$ cat src/rtl/cct_pkg.sv
package cct_pkg;

    localparam int DIV_CODE_W = 4;
    localparam int DIV_CNT_W  = 2;

    typedef enum logic [1:0] {
        DIV_BY1 = 2'd0,
        DIV_BY2 = 2'd1,
        DIV_BY4 = 2'd2
    } div_sel_e;

    typedef enum logic {
        ST_IDLE = 1'b0,
        ST_RUN  = 1'b1
    } run_state_e;

    // Legal codes are one-hot 1, 2, 4; anything else falls back to divide by 1.
    function automatic div_sel_e decode_div(input logic [DIV_CODE_W-1:0] code);
        div_sel_e sel;
        case (code)
            4'b0010: sel = DIV_BY2;
            4'b0100: sel = DIV_BY4;
            default: sel = DIV_BY1;
        endcase
        return sel;
    endfunction

    // Terminal value of the prescaler counter for a given divider.
    function automatic logic [DIV_CNT_W-1:0] div_last(input div_sel_e sel);
        logic [DIV_CNT_W-1:0] v;
        case (sel)
            DIV_BY2: v = 2'd1;
            DIV_BY4: v = 2'd3;
            default: v = 2'd0;
        endcase
        return v;
    endfunction

endpackage

$ cat src/rtl/cct_cfg_capture.sv
module cct_cfg_capture
    import cct_pkg::*;
#(
    parameter int N_W     = 24,
    parameter int N_RESET = 4000,
    parameter int N_MIN   = 10
) (
    input  logic                  clk,
    input  logic                  rst,
    input  logic                  load,
    input  logic [DIV_CODE_W-1:0] div_code,
    input  logic [N_W-1:0]        cycle_count,
    output div_sel_e              div_sel,
    output logic [N_W-1:0]        n_last,
    output logic                  calc_en
);
    localparam logic [N_W-1:0] N_RST_LAST = N_W'(N_RESET - 1);
    localparam logic [N_W-1:0] N_MIN_V    = N_W'(N_MIN);
    localparam logic           CALC_RST   = (N_RESET > N_MIN);

    always_ff @(posedge clk) begin
        if (rst) begin
            div_sel <= DIV_BY1;
            n_last  <= N_RST_LAST;
            calc_en <= CALC_RST;
        end else if (load) begin
            div_sel <= decode_div(div_code);
            // Store the terminal count so the compare needs no subtractor.
            n_last  <= (cycle_count == '0) ? '0 : cycle_count - N_W'(1);
            calc_en <= (cycle_count > N_MIN_V);
        end
    end
endmodule

$ cat src/rtl/cct_prescaler.sv
module cct_prescaler
    import cct_pkg::*;
(
    input  logic     clk,
    input  logic     rst,
    input  logic     run,
    input  div_sel_e div_sel,
    output logic     div_tick
);
    logic [DIV_CNT_W-1:0] phase_q;
    logic [DIV_CNT_W-1:0] phase_last;

    assign phase_last = div_last(div_sel);
    assign div_tick   = run && (phase_q == phase_last);

    always_ff @(posedge clk) begin
        if (rst || !run) begin
            phase_q <= '0;
        end else if (phase_q == phase_last) begin
            phase_q <= '0;
        end else begin
            phase_q <= phase_q + DIV_CNT_W'(1);
        end
    end
endmodule

$ cat src/rtl/cct_tick_counter.sv
module cct_tick_counter #(
    parameter int W = 10
) (
    input  logic         clk,
    input  logic         rst,
    input  logic         clr,
    input  logic         en,
    input  logic [W-1:0] last,
    output logic         wrap
);
    logic [W-1:0] cnt_q;

    assign wrap = en && (cnt_q == last);

    always_ff @(posedge clk) begin
        if (rst || clr) begin
            cnt_q <= '0;
        end else if (en) begin
            cnt_q <= (cnt_q == last) ? '0 : cnt_q + W'(1);
        end
    end
endmodule

$ cat src/rtl/conv_cycle_timer.sv
module conv_cycle_timer
    import cct_pkg::*;
#(
    parameter int N_W      = 24,
    parameter int CONV_LEN = 1024,
    parameter int N_RESET  = 4000,
    parameter int N_MIN    = 10
) (
    input  logic                  clk,
    input  logic                  rst,
    input  logic [DIV_CODE_W-1:0] div_code,
    input  logic [N_W-1:0]        cycle_count,
    input  logic                  start_cmd,
    input  logic                  cont_mode,
    output logic                  div_tick,
    output logic                  conv_tick,
    output logic                  data_rdy,
    output logic                  energy_upd,
    output logic                  calc_en
);
    localparam int               CONV_W    = $clog2(CONV_LEN);
    localparam logic [CONV_W-1:0] CONV_LAST = CONV_W'(CONV_LEN - 1);

    run_state_e       state_q;
    logic             run_q;
    logic             start_ok;
    logic             cfg_load;
    div_sel_e         div_sel_q;
    logic [N_W-1:0]   n_last_q;

    assign run_q    = (state_q == ST_RUN);
    assign start_ok = start_cmd && !run_q;
    assign cfg_load = start_ok || (data_rdy && cont_mode);

    always_ff @(posedge clk) begin
        if (rst) begin
            state_q <= ST_IDLE;
        end else if (start_ok) begin
            state_q <= ST_RUN;
        end else if (data_rdy && !cont_mode) begin
            state_q <= ST_IDLE;
        end
    end

    cct_cfg_capture #(
        .N_W     (N_W),
        .N_RESET (N_RESET),
        .N_MIN   (N_MIN)
    ) u_cfg (
        .clk         (clk),
        .rst         (rst),
        .load        (cfg_load),
        .div_code    (div_code),
        .cycle_count (cycle_count),
        .div_sel     (div_sel_q),
        .n_last      (n_last_q),
        .calc_en     (calc_en)
    );

    cct_prescaler u_pre (
        .clk      (clk),
        .rst      (rst),
        .run      (run_q),
        .div_sel  (div_sel_q),
        .div_tick (div_tick)
    );

    cct_tick_counter #(.W(CONV_W)) u_conv_cnt (
        .clk  (clk),
        .rst  (rst),
        .clr  (start_ok),
        .en   (div_tick),
        .last (CONV_LAST),
        .wrap (conv_tick)
    );

    cct_tick_counter #(.W(N_W)) u_cycle_cnt (
        .clk  (clk),
        .rst  (rst),
        .clr  (start_ok),
        .en   (conv_tick),
        .last (n_last_q),
        .wrap (data_rdy)
    );

    assign energy_upd = data_rdy && calc_en;

endmodule

$ cat config.mk
export PLATFORM = sky130hd
export DESIGN_NAME = conv_cycle_timer
export DESIGN_NICKNAME = d
export VERILOG_FILES = /design/src/rtl/cct_pkg.sv /design/src/rtl/cct_cfg_capture.sv /design/src/rtl/cct_prescaler.sv /design/src/rtl/cct_tick_counter.sv /design/src/rtl/conv_cycle_timer.sv
export SDC_FILE = /design/constraint.sdc
export NUM_CORES = 1
export LEC_CHECK = 0
export BUFFER_PORTS_ARGS = -buffer_cell sky130_fd_sc_hd__buf_2
export CORE_MARGIN = 3
export CORE_UTILIZATION = 50
export CTS_BUF_LIST = sky130_fd_sc_hd__clkbuf_8
export DETAILED_ROUTE_END_ITERATION = 16
export PLACE_DENSITY = 0.79
export SYNTH_ARGS = -nofsm -noshare
export SYNTH_HDL_FRONTEND = slang
export SYNTH_SLANG_ARGS = --single-unit
export TNS_END_PERCENT = 100
$ cat constraint.sdc
create_clock -name clk -period 2.27 [get_ports clk]
set_input_delay 0.227 -clock clk [delete_from_list [all_inputs] [get_ports clk]]
set_output_delay 0.227 -clock clk [all_outputs]
set_load 0.01 [all_outputs]
==> reports/summary.json, run 1 <==
{
  "grt_antenna_before_repair": 0,
  "setup_violations": 0,
  "hold_path_depth": 3,
  "synth.most_common_cell": "sky130_fd_sc_hd__dfxtp_1",
  "fin_skew_ps": 9.64,
  "hold_start": "div_code[2]",
  "synthesis.area_um2": 3800,
  "floorplan.rows": 31,
  "fin_crit_sh_pct": 97.9,
  "dieHeight_um": 93.1,
  "synth_edf_count": 0,
  "io_pins": 37,
  "first_global_vias": 3198,
  "critical_path.n_buffers_inverters": 1,
  "critical_path_depth": 6,
  "rr_startpoint": "u_cfg.div_sel[0]",
  "ctsRootBufferMaster": "sky130_fd_sc_hd__clkbuf_8",
  "layout.cells.non_filler": 599,
  "dpl.hpwl_um": 6540,
  "r2r.worst_path.cells": 10,
  "tightest_slew_ps": 840,
  "layout.area.seq_um2": 1280,
  "drt_pre_antenna_iters": 4,
  "maximum_number_of_pins_on_one_net_before_global_route_repair": 32,
  "tritoncts_clock_tree": "yes",
  "timing.setup.critical_path_class": "flip-flop to primary output",
  "worst-r2r-setup-slack_ps": 140,
  "timing.hold.ws_ps": 158,
  "worst_path_largest_cell_delay_ps": 340,
  "globalRoute.totalOverflow": 0,
  "drv_slew": 0,
  "yosys_warnings": 0,
  "drt-total-wl_um": 8970,
  "cts_inserted_buffers": 9,
  "worstPathCellList": "xor2_1, nor4_2, nand4_1, nor3_4, and2_1, buf_2",
  "die-area_um2": 8670,
  "floorplan.initialDensity_pct": 52.1,
  "setup_repair_after_global_routing_missed_its_margin": "true",
  "port_buffers": 36,
  "run_status": "finished, final reports clean",
  "cts-hold-fix-buffers": 0,
  "crit_path_end_kind": "primary output",
  "fin_worst_setup_slack_ps": 48.6,
  "worst_setup_hold_path_clk_slew_ps": 70,
  "synthToLayoutAreaGrowth_pct": 18.7,
  "synth_flop_cell": "sky130_fd_sc_hd__dfxtp_1",
  "netlist_instances": 446,
  "crit_path_top_delay_cell": "sky130_fd_sc_hd__dfxtp_1",
  "drtIter0Drc": 261,
  "fmax_mhz": 450,
  "reg2reg_to": "u_cycle_cnt.cnt_q[16]",
  "worstSkewPairLatency_ps": 340,
  "htreeDepth": 3,
  "startpoint_type": "flip-flop",
  "asyncSetResetFlopFracSynth_pct": 0,
  "crit_arrival_ps": 1990,
  "critPathRequiredTime_ps": 2040,
  "synth_seq_cells": 64,
  "wl_per_cell_um": 15.0,
  "remaining_drc_errors": 0,
  "die-width_um": 93.1,
  "mappedNetlistNets": 484,
  "insertedDiodeCount": 0,
  "min_period_ps": 2220,
  "timing.slew.headroom_pct": 43.8,
  "synth_largest_area_cell": "sky130_fd_sc_hd__dfxtp_1",
  "ctsLongestPathBuffers": 2,
  "yosysSeqAreaShare_pct": 33.8,
  "p_total_mw": 2.56,
  "worst_supply_voltage_drop_on_vdd_v": 0.000263,
  "drive_above_1_share_pct": 19.0,
  "core_region_area_um2": 7290,
  "grt_pass1_wl_um": 15000,
  "synth.area.top_cells": "sky130_fd_sc_hd__dfxtp_1, sky130_fd_sc_hd__xnor2_1, sky130_fd_sc_hd__xor2_1, sky130_fd_sc_hd__mux2i_1, sky130_fd_sc_hd__nor4_1",
  "gp_congestion": 0.845,
  "synth_cell_types": 44,
  "yosys.area.top_type_share_pct": 33.8,
  "cp_top_family": "simple AND/OR/NAND/NOR gates",
  "drv.max_cap_violation_count": 0,
  "dpl_worst_slack_ps": 7.45,
  "timing.hold.worst.class": "primary input to flip-flop",
  "track_usage_pct": 21.5,
  "final_count_of_hold_timing_violations": 0,
  "num-nets-final": 533,
  "numClockSinks": 64,
  "avgSynthCellArea_um2": 8.51,
  "power.leakage_nw": 1.75,
  "fill_cells": 643,
  "vias_per_cell": 5.62,
  "multi_input_comb_area_um2": 2410,
  "fin_tns_setup_ps": 0,
  "drtAntennaViolNets": 0,
  "power.density_cell_area_nw_per_um2": 568,
  "whs_endpoint": "u_cfg.div_sel[1]",
  "vias": 3365,
  "synth.top_cells.by_count": "sky130_fd_sc_hd__dfxtp_1, sky130_fd_sc_hd__xnor2_1, sky130_fd_sc_hd__xor2_1",
  "instance_count_after_placement_with_tap_cells_included": 577,
  "critPathMaxFanout": 3
}
[power by group]
| group | switching [mW] | internal (mW) |
|---|---|---|
| combinational | 0.138 | 0.121 |
| clock | 0.416 | 0.701 |
| sequential | 0.0261 | 1.16 |
| total | 0.581 | 1.98 |
[through the flow]
stage | util, % | cell area, µm²
2_1_floorplan | - | 3800
4_1_cts | 61.0 | 4450
5_1_grt | 61.8 | 4510
3_3_place_gp | 57.2 | 4170
3_5_place_dp | 57.2 | 4170
6_report | 61.8 | 4510
[sequential cells by signal (all words and copies together), names as in the netlist]
register,flops
u_cfg.n_last,24
u_cycle_cnt.cnt_q,24
u_conv_cnt.cnt_q,10
u_cfg.div_sel,2
u_pre.phase_q,2
run_q,1
u_cfg.calc_en,1
[tightest hold or removal path: stages]
cell and delay (ps):
sky130_fd_sc_hd__buf_2 110, sky130_fd_sc_hd__nand3b_1 70, sky130_fd_sc_hd__mux2i_1 60
[final cells by class]
class	count	share of cell area, %
timing repair buffer	65	9.38
multi-input combinational	345	53.4
sequential	64	28.5
inverter	10	0.833
clock inverter	4	1.50
tap	99	2.75
clock buffer	12	3.66
[worst max path at each step]
stage / from / to / slack [ps]
after floorplan: u_cfg.div_sel[0] / u_cfg.calc_en / 30
after global placement: cycle_count[6] / u_cfg.calc_en / 50
after detailed placement: cycle_count[6] / u_cfg.calc_en / 7
after CTS: u_cfg.div_sel[0] / energy_upd / 20
after global routing: u_cycle_cnt.cnt_q[16] / energy_upd / -10
final: u_cycle_cnt.cnt_q[16] / energy_upd / 50
[cells by family (layout without fill, tap and decap cells)]
| logic type | after synthesis | count (layout) | share of synthesized area (%) |
|---|---|---|---|
| compound gates | 39 | 39 | 6.66 |
| xor+xnor | 69 | 69 | 15.9 |
| fa+ha+maj | 6 | 6 | 1.98 |
| buf+inv | 37 | 91 | 4.35 |
| flops | 64 | 64 | 33.8 |
| mux | 28 | 28 | 7.38 |
| simple gates | 203 | 203 | 30.0 |
[timing repair]
item | in CTS | in global routing
resized for setup | 5 | 6
endpoints found under the hold margin | 0 | 0
setup buffers | 2 | 4
endpoints found under the setup margin | 2 | 24
pin swaps | 3 | 3
cloned | 0 | 0
[placed cells by master (no fill, tap or decap), types with 12 or more instances in the layout]
master / count
sky130_fd_sc_hd__mux2i_1: 28
sky130_fd_sc_hd__buf_4: 27
sky130_fd_sc_hd__nand2b_1: 19
sky130_fd_sc_hd__nor4_1: 26
sky130_fd_sc_hd__nand2_1: 23
sky130_fd_sc_hd__nor3_1: 33
sky130_fd_sc_hd__xnor2_1: 35
sky130_fd_sc_hd__xor2_1: 33
sky130_fd_sc_hd__clkbuf_8: 12
sky130_fd_sc_hd__nor2_1: 33
sky130_fd_sc_hd__buf_2: 36
sky130_fd_sc_hd__nand3_1: 16
sky130_fd_sc_hd__a21oi_1: 13
sky130_fd_sc_hd__dfxtp_1: 62
[routing by layer]
metal / vias up / part of all wire, % / GRT usage (%)
met4: 0 / 3.7 / 9.89
met2: 103 / 47 / 35.0
li1: 1689 / - / -
met1: 1542 / 44 / 27.5
met3: 31 / 4.7 / 4.26
met5: - / 0 / 0
(Power assumes the default switching activity.)
==> run 2, diff against run 1 <==
--- a/config.mk
+++ b/config.mk
@@ -10,6 +10,7 @@
 export CORE_UTILIZATION = 50
 export CTS_BUF_LIST = sky130_fd_sc_hd__clkbuf_8
 export DETAILED_ROUTE_END_ITERATION = 16
+export GPL_ROUTABILITY_DRIVEN = 0
 export PLACE_DENSITY = 0.79
 export SYNTH_ARGS = -nofsm -noshare
 export SYNTH_HDL_FRONTEND = slang
==> constraint.sdc (replaced) <==
create_clock -name clk -period 2 [get_ports clk]
set_input_delay 0.2 -clock clk [delete_from_list [all_inputs] [get_ports clk]]
set_output_delay 0.2 -clock clk [all_outputs]
set_load 0.01 [all_outputs]
==> run 2 against run 1 <==
The flow now finishes with violations (setup timing). Clock skew decreased by 0.93 ps. Global-route usage increased by 0.64 points. Design area increased by 12%. Final cell count increased by 4.3%. Utilization increased by 7.6 points. Largest power group unchanged.
==> reports/summary.json, run 2 (synthesis gave the netlist of run 1 again) <==
{
  "run_status": "finished with violations",
  "violated_checks": "setup timing",
  "timing.hold.ws": {"value": 131, "unit": "ps", "change": "-27.2 ps"},
  "drt-total-wl": {"value": 10700, "unit": "µm", "change": "+20%"},
  "grt_pass1_wl": {"value": 15500, "unit": "µm", "change": "+3.3%"},
  "fin_worst_setup_slack": {"value": -446, "unit": "ps", "change": "-495 ps"},
  "worst-r2r-setup-slack": {"value": -360, "unit": "ps", "change": "-500 ps"},
  "insertedDiodeCount": {"value": 0, "change": "unchanged"},
  "reg2reg_to": "u_cycle_cnt.cnt_q[3]",
  "cts-hold-fix-buffers": {"value": 0, "change": "unchanged"},
  "cts_inserted_buffers": {"value": 9, "change": "unchanged"},
  "first_global_vias": {"value": 3406, "change": "+6.5%"},
  "rr_startpoint": "u_cycle_cnt.cnt_q[4]",
  "worst_path_largest_cell_delay": {"value": 420, "unit": "ps", "change": "+80 ps"},
  "crit_arrival": {"value": 2250, "unit": "ps", "change": "+260 ps"},
  "fin_area": {"value": 5060, "unit": "µm²", "change": "+12%"},
  "layout.cells.non_filler": {"value": 625, "change": "+4.3%"},
  "floorplan.initialDensity": {"value": 52.1, "unit": "%", "change": "unchanged"},
  "crit_path_end_kind": "primary output",
  "layout.area.seq": {"value": 1290, "unit": "µm²", "change": "+0.78%"},
  "most-common-layout-cells": "sky130_fd_sc_hd__dfxtp_1, sky130_fd_sc_hd__buf_4, sky130_fd_sc_hd__xnor2_1, sky130_fd_sc_hd__buf_2",
  "drv.max_cap_violation_count": {"value": 0, "change": "unchanged"},
  "power.leakage": {"value": 1.98, "unit": "nW", "change": "+13%"},
  "tritoncts_clock_tree": "yes",
  "worst_setup_hold_path_clk_slew": {"value": 70, "unit": "ps", "change": "about the same"},
  "critical_path_depth": {"value": 8, "change": "+2"},
  "startpoint_type": "flip-flop",
  "final_common_cell": "sky130_fd_sc_hd__dfxtp_1",
  "floorplan.rows": {"value": 31, "change": "unchanged"},
  "drv_slew": {"value": 0, "change": "unchanged"},
  "drtIter0Drc": {"value": 271, "change": "+3.8%"},
  "biggestRegsByFlops": "u_cfg.n_last x24, u_cycle_cnt.cnt_q x24, u_conv_cnt.cnt_q x10",
  "worstPathCellList": "xor2_1, nor4_1, nand4_1, buf_4, nor3_4, buf_6, and2_1, buf_2",
  "drive_above_1_share": {"value": 31.0, "unit": "%", "change": "+12 points"},
  "setup_repair_after_global_routing_missed_its_margin": "true",
  "worst_supply_voltage_drop_on_vdd": {"value": 0.000257, "unit": "V", "change": "-2.5%"},
  "cp_top_family": "simple AND/OR/NAND/NOR gates",
  "dpl.hpwl": {"value": 6470, "unit": "µm", "change": "-0.98%"},
  "fmax_mhz": 409,
  "remaining_drc_errors": {"value": 0, "change": "unchanged"},
  "critical_path.n_buffers_inverters": {"value": 3, "change": "+2"},
  "crit_path_top_delay_cell": "sky130_fd_sc_hd__nor4_1",
  "fin_skew": {"value": 8.70, "unit": "ps", "change": "-0.934 ps"},
  "synthToLayoutAreaGrowth_pct": 33.3,
  "timing.slew.headroom": {"value": 62.2, "unit": "%", "change": "+18 points"},
  "critPathMaxFanout": {"value": 2, "change": "-1"},
  "vias_per_cell": {"value": 5.89, "change": "+4.8%"},
  "globalRoute.totalOverflow": {"value": 0, "change": "unchanged"},
  "dpl_cell_area": {"value": 4310, "unit": "µm²", "change": "+3.3%"},
  "drt_pre_antenna_iters": {"value": 5, "change": "+1"},
  "instance_count_after_placement_with_tap_cells_included": {"value": 591, "change": "+2.4%"},
  "die-width": {"value": 93.1, "unit": "µm", "change": "unchanged"},
  "fin_crit_sh_pct": 122,
  "track_usage": {"value": 22.2, "unit": "%", "change": "+0.64 points"},
  "drtAntennaViolNets": {"value": 0, "change": "unchanged"},
  "post_layout_util": {"value": 69.4, "unit": "%", "change": "+7.6 points"},
  "maximum_number_of_pins_on_one_net_before_global_route_repair": {"value": 28, "change": "-13%"},
  "grt_antenna_before_repair": {"value": 0, "change": "unchanged"},
  "htreeDepth": {"value": 3, "change": "unchanged"},
  "multi_input_comb_area": {"value": 2700, "unit": "µm²", "change": "+12%"},
  "port_buffers": {"value": 36, "change": "unchanged"},
  "fill_cells": {"value": 547, "change": "-15%"},
  "numClockSinks": {"value": 64, "change": "unchanged"},
  "wl_per_cell": {"value": 17.2, "unit": "µm", "change": "+15%"},
  "dpl_worst_slack": {"value": -56.1, "unit": "ps", "change": "-63.5 ps"},
  "setup.worst_path.end": "energy_upd",
  "cp-startpoint": "u_cycle_cnt.cnt_q[4]",
  "vias": {"value": 3679, "change": "+9.3%"},
  "min_period_ps": 2450,
  "io_pins": {"value": 37, "change": "unchanged"},
  "core_region_area": {"value": 7290, "unit": "µm²", "change": "unchanged"},
  "timing.hold.worst.class": "primary input to flip-flop",
  "critPathRequiredTime": {"value": 1800, "unit": "ps", "change": "-240 ps"},
  "ctsLongestPathBuffers": {"value": 2, "change": "unchanged"},
  "dieHeight": {"value": 93.1, "unit": "µm", "change": "unchanged"},
  "tightest_slew": {"value": 566, "unit": "ps", "change": "-273 ps"},
  "r2r.worst_path.cells": {"value": 11, "change": "+1"},
  "num-nets-final": {"value": 560, "change": "+5.1%"},
  "timing.setup.critical_path_class": "flip-flop to primary output",
  "die-area": {"value": 8670, "unit": "µm²", "change": "unchanged"},
  "worstSkewPairLatency": {"value": 340, "unit": "ps", "change": "about the same"},
  "setup_violations": {"value": 54, "change": "+54"},
  "power.density_cell_area": {"value": 517, "unit": "nW/µm²", "change": "-9.0%"},
  "final_count_of_hold_timing_violations": {"value": 0, "change": "unchanged"},
  "ctsRootBufferMaster": "sky130_fd_sc_hd__clkbuf_8"
}
## run 2: cell count changes in the layout (fill, tap and decap cells not counted), sizes merged
| cell | delta |
|---|---|
| buf | +27 |
| clkbuf | -1 |
| inv | +2 |
| bufinv | -2 |
## run 2: area by class of cell
class	count	area share, %
multi-input combinational	345	53.4
sequential	64	25.6
inverter	10	0.791
timing repair buffer	92	14.5
tap	99	2.45
clock buffer	11	2.99
clock inverter	4	0.297
## run 2: what timing repair did
action / CTS / global route
endpoints found under the setup margin: 14 / 61
buffers inserted: 13 / 6
gates cloned: 1 / 0
pin swaps: 14 / 18
gates resized for setup: 26 / 53
## run 2: worst reg2reg max path: stages, from the launching register on
cell and delay, ps:
sky130_fd_sc_hd__dfxtp_4 360, sky130_fd_sc_hd__xor2_1 140, sky130_fd_sc_hd__nor4_1 420, sky130_fd_sc_hd__nand4_1 220, sky130_fd_sc_hd__buf_4 210, sky130_fd_sc_hd__nor3_4 210, sky130_fd_sc_hd__buf_4 150, sky130_fd_sc_hd__buf_6 100
sky130_fd_sc_hd__buf_8 110, sky130_fd_sc_hd__buf_12 110, sky130_fd_sc_hd__buf_12 140, sky130_fd_sc_hd__nor3_4 50
## run 2: per-layer routing
metal | vias to the layer above | routed length (µm) | track usage, %
met1 | 1740 | 4350 | 27.4
met4 | 0 | 293 | 7.45
met2 | 163 | 5430 | 38.6
met3 | 39 | 662 | 4.26
met5 | - | 0 | 0
li1 | 1737 | - | -
## run 2: power breakdown
group / internal, mW / switching (mW) / total (mW)
Combinational: 0.141 / 0.172 / 0.313
Sequential: 1.31 / 0.0307 / 1.34
Clock: 0.493 / 0.467 / 0.960
Total: 1.94 / 0.670 / 2.62
## run 2: worst min-delay path by stage
stage / startpoint / to / slack [ps] / cells past startpoint
finish: div_code[2] / u_cfg.div_sel[1] / 130 / 3
global route: div_code[2] / u_cfg.div_sel[1] / 140 / 3
CTS: div_code[2] / u_cfg.div_sel[1] / 130 / 3
detailed placement: u_cfg.n_last[20] / u_cfg.n_last[20] / 480 / 2
global placement: u_cfg.div_sel[0] / u_cfg.div_sel[0] / 470 / 2
floorplan: cont_mode / run_q / 360 / 2
## run 2: through the flow
step / total power, mW / setup TNS (ps)
finish: 2.62 / -13970
global route: 2.71 / -15760
CTS: 2.59 / -1620
detailed placement: 1.65 / -114
global placement: 1.64 / -59.2
floorplan: 1.55 / -124
==> run 3, diff against run 2 <==
==> constraint.sdc (replaced) <==
create_clock -name clk -period 2.2 [get_ports clk]
set_input_delay 0.22 -clock clk [delete_from_list [all_inputs] [get_ports clk]]
set_output_delay 0.22 -clock clk [all_outputs]
set_load 0.01 [all_outputs]
==> run 3 against run 2 <==
The run now ends clean. Clock skew shrank 2.2 ps. Utilization shrank 7.9 points. Sequential share of layout area grew 3.5 points. Global-route usage shrank 0.59 points. Die area is the same. Register-to-register slack gained 410 ps. Count of clock-buffer cells in the layout is the same.
==> reports/summary.json, run 3 (synthesis gave the netlist of run 1 again) <==
{
  "htreeDepth": {"value": 3, "change": "unchanged"},
  "crit_path_end_kind": "primary output",
  "most-common-layout-cells": "sky130_fd_sc_hd__dfxtp_1, sky130_fd_sc_hd__buf_2, sky130_fd_sc_hd__xnor2_1, sky130_fd_sc_hd__nor3_1, sky130_fd_sc_hd__nor2_1",
  "layout.cells.non_filler": {"value": 597, "change": "-4.5%"},
  "fill_cells": {"value": 666, "change": "+22%"},
  "maximum_number_of_pins_on_one_net_before_global_route_repair": {"value": 35, "change": "+25%"},
  "dpl.hpwl": {"value": 6370, "unit": "µm", "change": "-1.6%"},
  "sw_frac_of_total": {"value": 24.2, "unit": "%", "change": "-1.5 points"},
  "fin_worst_setup_slack": {"value": 23.7, "unit": "ps", "change": "+470 ps"},
  "vias_per_cell": {"value": 5.53, "change": "-6.0%"},
  "power_switching": {"value": 0.601, "unit": "mW", "change": "-10%"},
  "globalRoute.totalOverflow": {"value": 0, "change": "unchanged"},
  "drv_slew": {"value": 0, "change": "unchanged"},
  "dpl_worst_slack": {"value": 43.5, "unit": "ps", "change": "+99.6 ps"},
  "critPathMaxFanout": {"value": 4, "change": "+2"},
  "final_count_of_hold_timing_violations": {"value": 0, "change": "unchanged"},
  "drt_pre_antenna_iters": {"value": 4, "change": "-1"},
  "track_usage": {"value": 21.6, "unit": "%", "change": "-0.59 points"},
  "cts_inserted_buffers": {"value": 9, "change": "unchanged"},
  "grt_antenna_before_repair": {"value": 0, "change": "unchanged"},
  "numClockSinks": {"value": 64, "change": "unchanged"},
  "power.share.clock": {"value": 40.5, "unit": "%", "change": "+3.8 points"},
  "ctsRootBufferMaster": "sky130_fd_sc_hd__clkbuf_8",
  "instance_count_after_placement_with_tap_cells_included": {"value": 573, "change": "-3.0%"},
  "drv.max_cap_violation_count": {"value": 0, "change": "unchanged"},
  "timing.hold.worst.class": "primary input to flip-flop",
  "wl_per_cell": {"value": 14.6, "unit": "µm", "change": "-15%"},
  "layout.area.seq": {"value": 1300, "unit": "µm²", "change": "+0.77%"},
  "die-width": {"value": 93.1, "unit": "µm", "change": "unchanged"},
  "combinationalPowerShare": {"value": 10.6, "unit": "%", "change": "-1.4 points"},
  "floorplan.rows": {"value": 31, "change": "unchanged"},
  "floorplan.initialDensity": {"value": 52.1, "unit": "%", "change": "unchanged"},
  "grt_pass1_wl": {"value": 15100, "unit": "µm", "change": "-2.7%"},
  "run_status": "finished, final reports clean",
  "final_common_cell": "sky130_fd_sc_hd__dfxtp_1",
  "num-nets-final": {"value": 531, "change": "-5.2%"},
  "internal_power": {"value": 1.88, "unit": "mW", "change": "-3.1%"},
  "setup_violations": {"value": 0, "change": "-100%"},
  "fin_crit_sh_pct": 98.9,
  "insertedDiodeCount": {"value": 0, "change": "unchanged"},
  "port_buffers": {"value": 36, "change": "unchanged"},
  "fin_skew": {"value": 6.54, "unit": "ps", "change": "-2.16 ps"},
  "biggestRegsByFlops": "u_cfg.n_last x24, u_cycle_cnt.cnt_q x24, u_conv_cnt.cnt_q x10",
  "multi_input_comb_area": {"value": 2410, "unit": "µm²", "change": "-11%"},
  "timing.hold.ws": {"value": 161, "unit": "ps", "change": "+30.1 ps"},
  "timing.slew.headroom": {"value": 57.6, "unit": "%", "change": "-4.7 points"},
  "core_region_area": {"value": 7290, "unit": "µm²", "change": "unchanged"},
  "worst_setup_hold_path_clk_slew": {"value": 60, "unit": "ps", "change": "about the same"},
  "critPathRequiredTime": {"value": 1980, "unit": "ps", "change": "+180 ps"},
  "remaining_drc_errors": {"value": 0, "change": "unchanged"},
  "min_period_ps": 2180,
  "power.leakage": {"value": 1.73, "unit": "nW", "change": "-12%"},
  "drtAntennaViolNets": {"value": 0, "change": "unchanged"},
  "worst_supply_voltage_drop_on_vdd": {"value": 0.000265, "unit": "V", "change": "+3.1%"},
  "tritoncts_clock_tree": "yes",
  "drive_above_1_share": {"value": 20.7, "unit": "%", "change": "-10 points"},
  "startpoint_type": "flip-flop",
  "timing.setup.critical_path_class": "flip-flop to primary output",
  "power_frac_seq": {"value": 48.9, "unit": "%", "change": "-2.4 points"},
  "die-area": {"value": 8670, "unit": "µm²", "change": "unchanged"},
  "io_pins": {"value": 37, "change": "unchanged"},
  "worstSkewPairLatency": {"value": 340, "unit": "ps", "change": "about the same"},
  "crit_arrival": {"value": 1960, "unit": "ps", "change": "-290 ps"},
  "power.density_cell_area": {"value": 554, "unit": "nW/µm²", "change": "+7.3%"},
  "first_global_vias": {"value": 3280, "change": "-3.7%"},
  "dieHeight": {"value": 93.1, "unit": "µm", "change": "unchanged"},
  "fmax_mhz": 459,
  "tightest_slew": {"value": 630, "unit": "ps", "change": "+64.0 ps"},
  "synthToLayoutAreaGrowth_pct": 18.1,
  "ctsLongestPathBuffers": {"value": 2, "change": "unchanged"},
  "drtIter0Drc": {"value": 210, "change": "-23%"},
  "drt-total-wl": {"value": 8700, "unit": "µm", "change": "-19%"},
  "vias": {"value": 3303, "change": "-10%"},
  "setup_repair_after_global_routing_missed_its_margin": "true"
}
==> run 3: through the flow <==
step                      total power [mW]  setup TNS, ps  area (µm²)  utilization [%]
final                                 2.49              0        4480             61.5
after global routing                  2.60           -253        4480             61.5
after floorplan                       1.41              0        3810                -
after CTS                             2.50          -36.5        4400             60.3
after detailed placement              1.50              0        4150             56.9
after global placement                1.49              0        4150             56.9
==> run 3: final timing paths <==
kind                          from               end  slack (ps)  cells after the start
setup reg to reg  u_cfg.div_sel[0]     u_cfg.calc_en          50                      9
hold reg to reg    u_cfg.n_last[6]   u_cfg.n_last[6]         490                      2
hold / removal         div_code[2]  u_cfg.div_sel[1]         160                      3
setup / recovery  u_cfg.div_sel[0]        energy_upd          20                      8
==> run 3: area by class of cell <==
type / instances / area share, %
Inverter: 10 / 0.837
Tap cell: 99 / 2.76
Clock inverter: 5 / 1.06
Multi-Input combinational cell: 345 / 53.7
Clock buffer: 11 / 3.38
Sequential cell: 64 / 29.1
Timing Repair Buffer: 63 / 9.18
==> run 3: power by group through the flow <==
stage	clock, mW	combinational, mW	sequential [mW]
2_1_floorplan	0	0.174	1.24
3_3_place_gp	0	0.250	1.24
3_5_place_dp	0	0.259	1.24
4_1_cts	1.03	0.261	1.21
5_1_grt	1.09	0.293	1.22
6_report	1.01	0.264	1.21
==> run 3: what timing repair did <==
item	in CTS	in global routing
setup buffers	3	5
hold buffers	0	0
endpoints found under the setup margin	2	16
pin swaps	5	9
gates resized for setup	11	13
==> run 3: critical path: stages (launching register included) <==
cell	delay, ps
sky130_fd_sc_hd__dfxtp_2	330
sky130_fd_sc_hd__inv_2	40
sky130_fd_sc_hd__ha_4	280
sky130_fd_sc_hd__xor2_2	150
sky130_fd_sc_hd__and3_4	210
sky130_fd_sc_hd__nand3_4	80
sky130_fd_sc_hd__nor3_4	240
sky130_fd_sc_hd__and2_1	150
sky130_fd_sc_hd__buf_2	120
==> run 3: layer usage <==
| layer | track usage (%) | part of all wire, % | wire length [µm] | vias to the layer above |
|---|---|---|---|---|
| met2 | 35.4 | 48 | 4170 | 87 |
| met5 | 0 | 0 | 0 | - |
| met1 | 26.8 | 45 | 3930 | 1514 |
| met3 | 4.34 | 4.4 | 385 | 18 |
| met4 | 11.1 | 2.5 | 220 | 0 |
| li1 | - | - | - | 1684 |
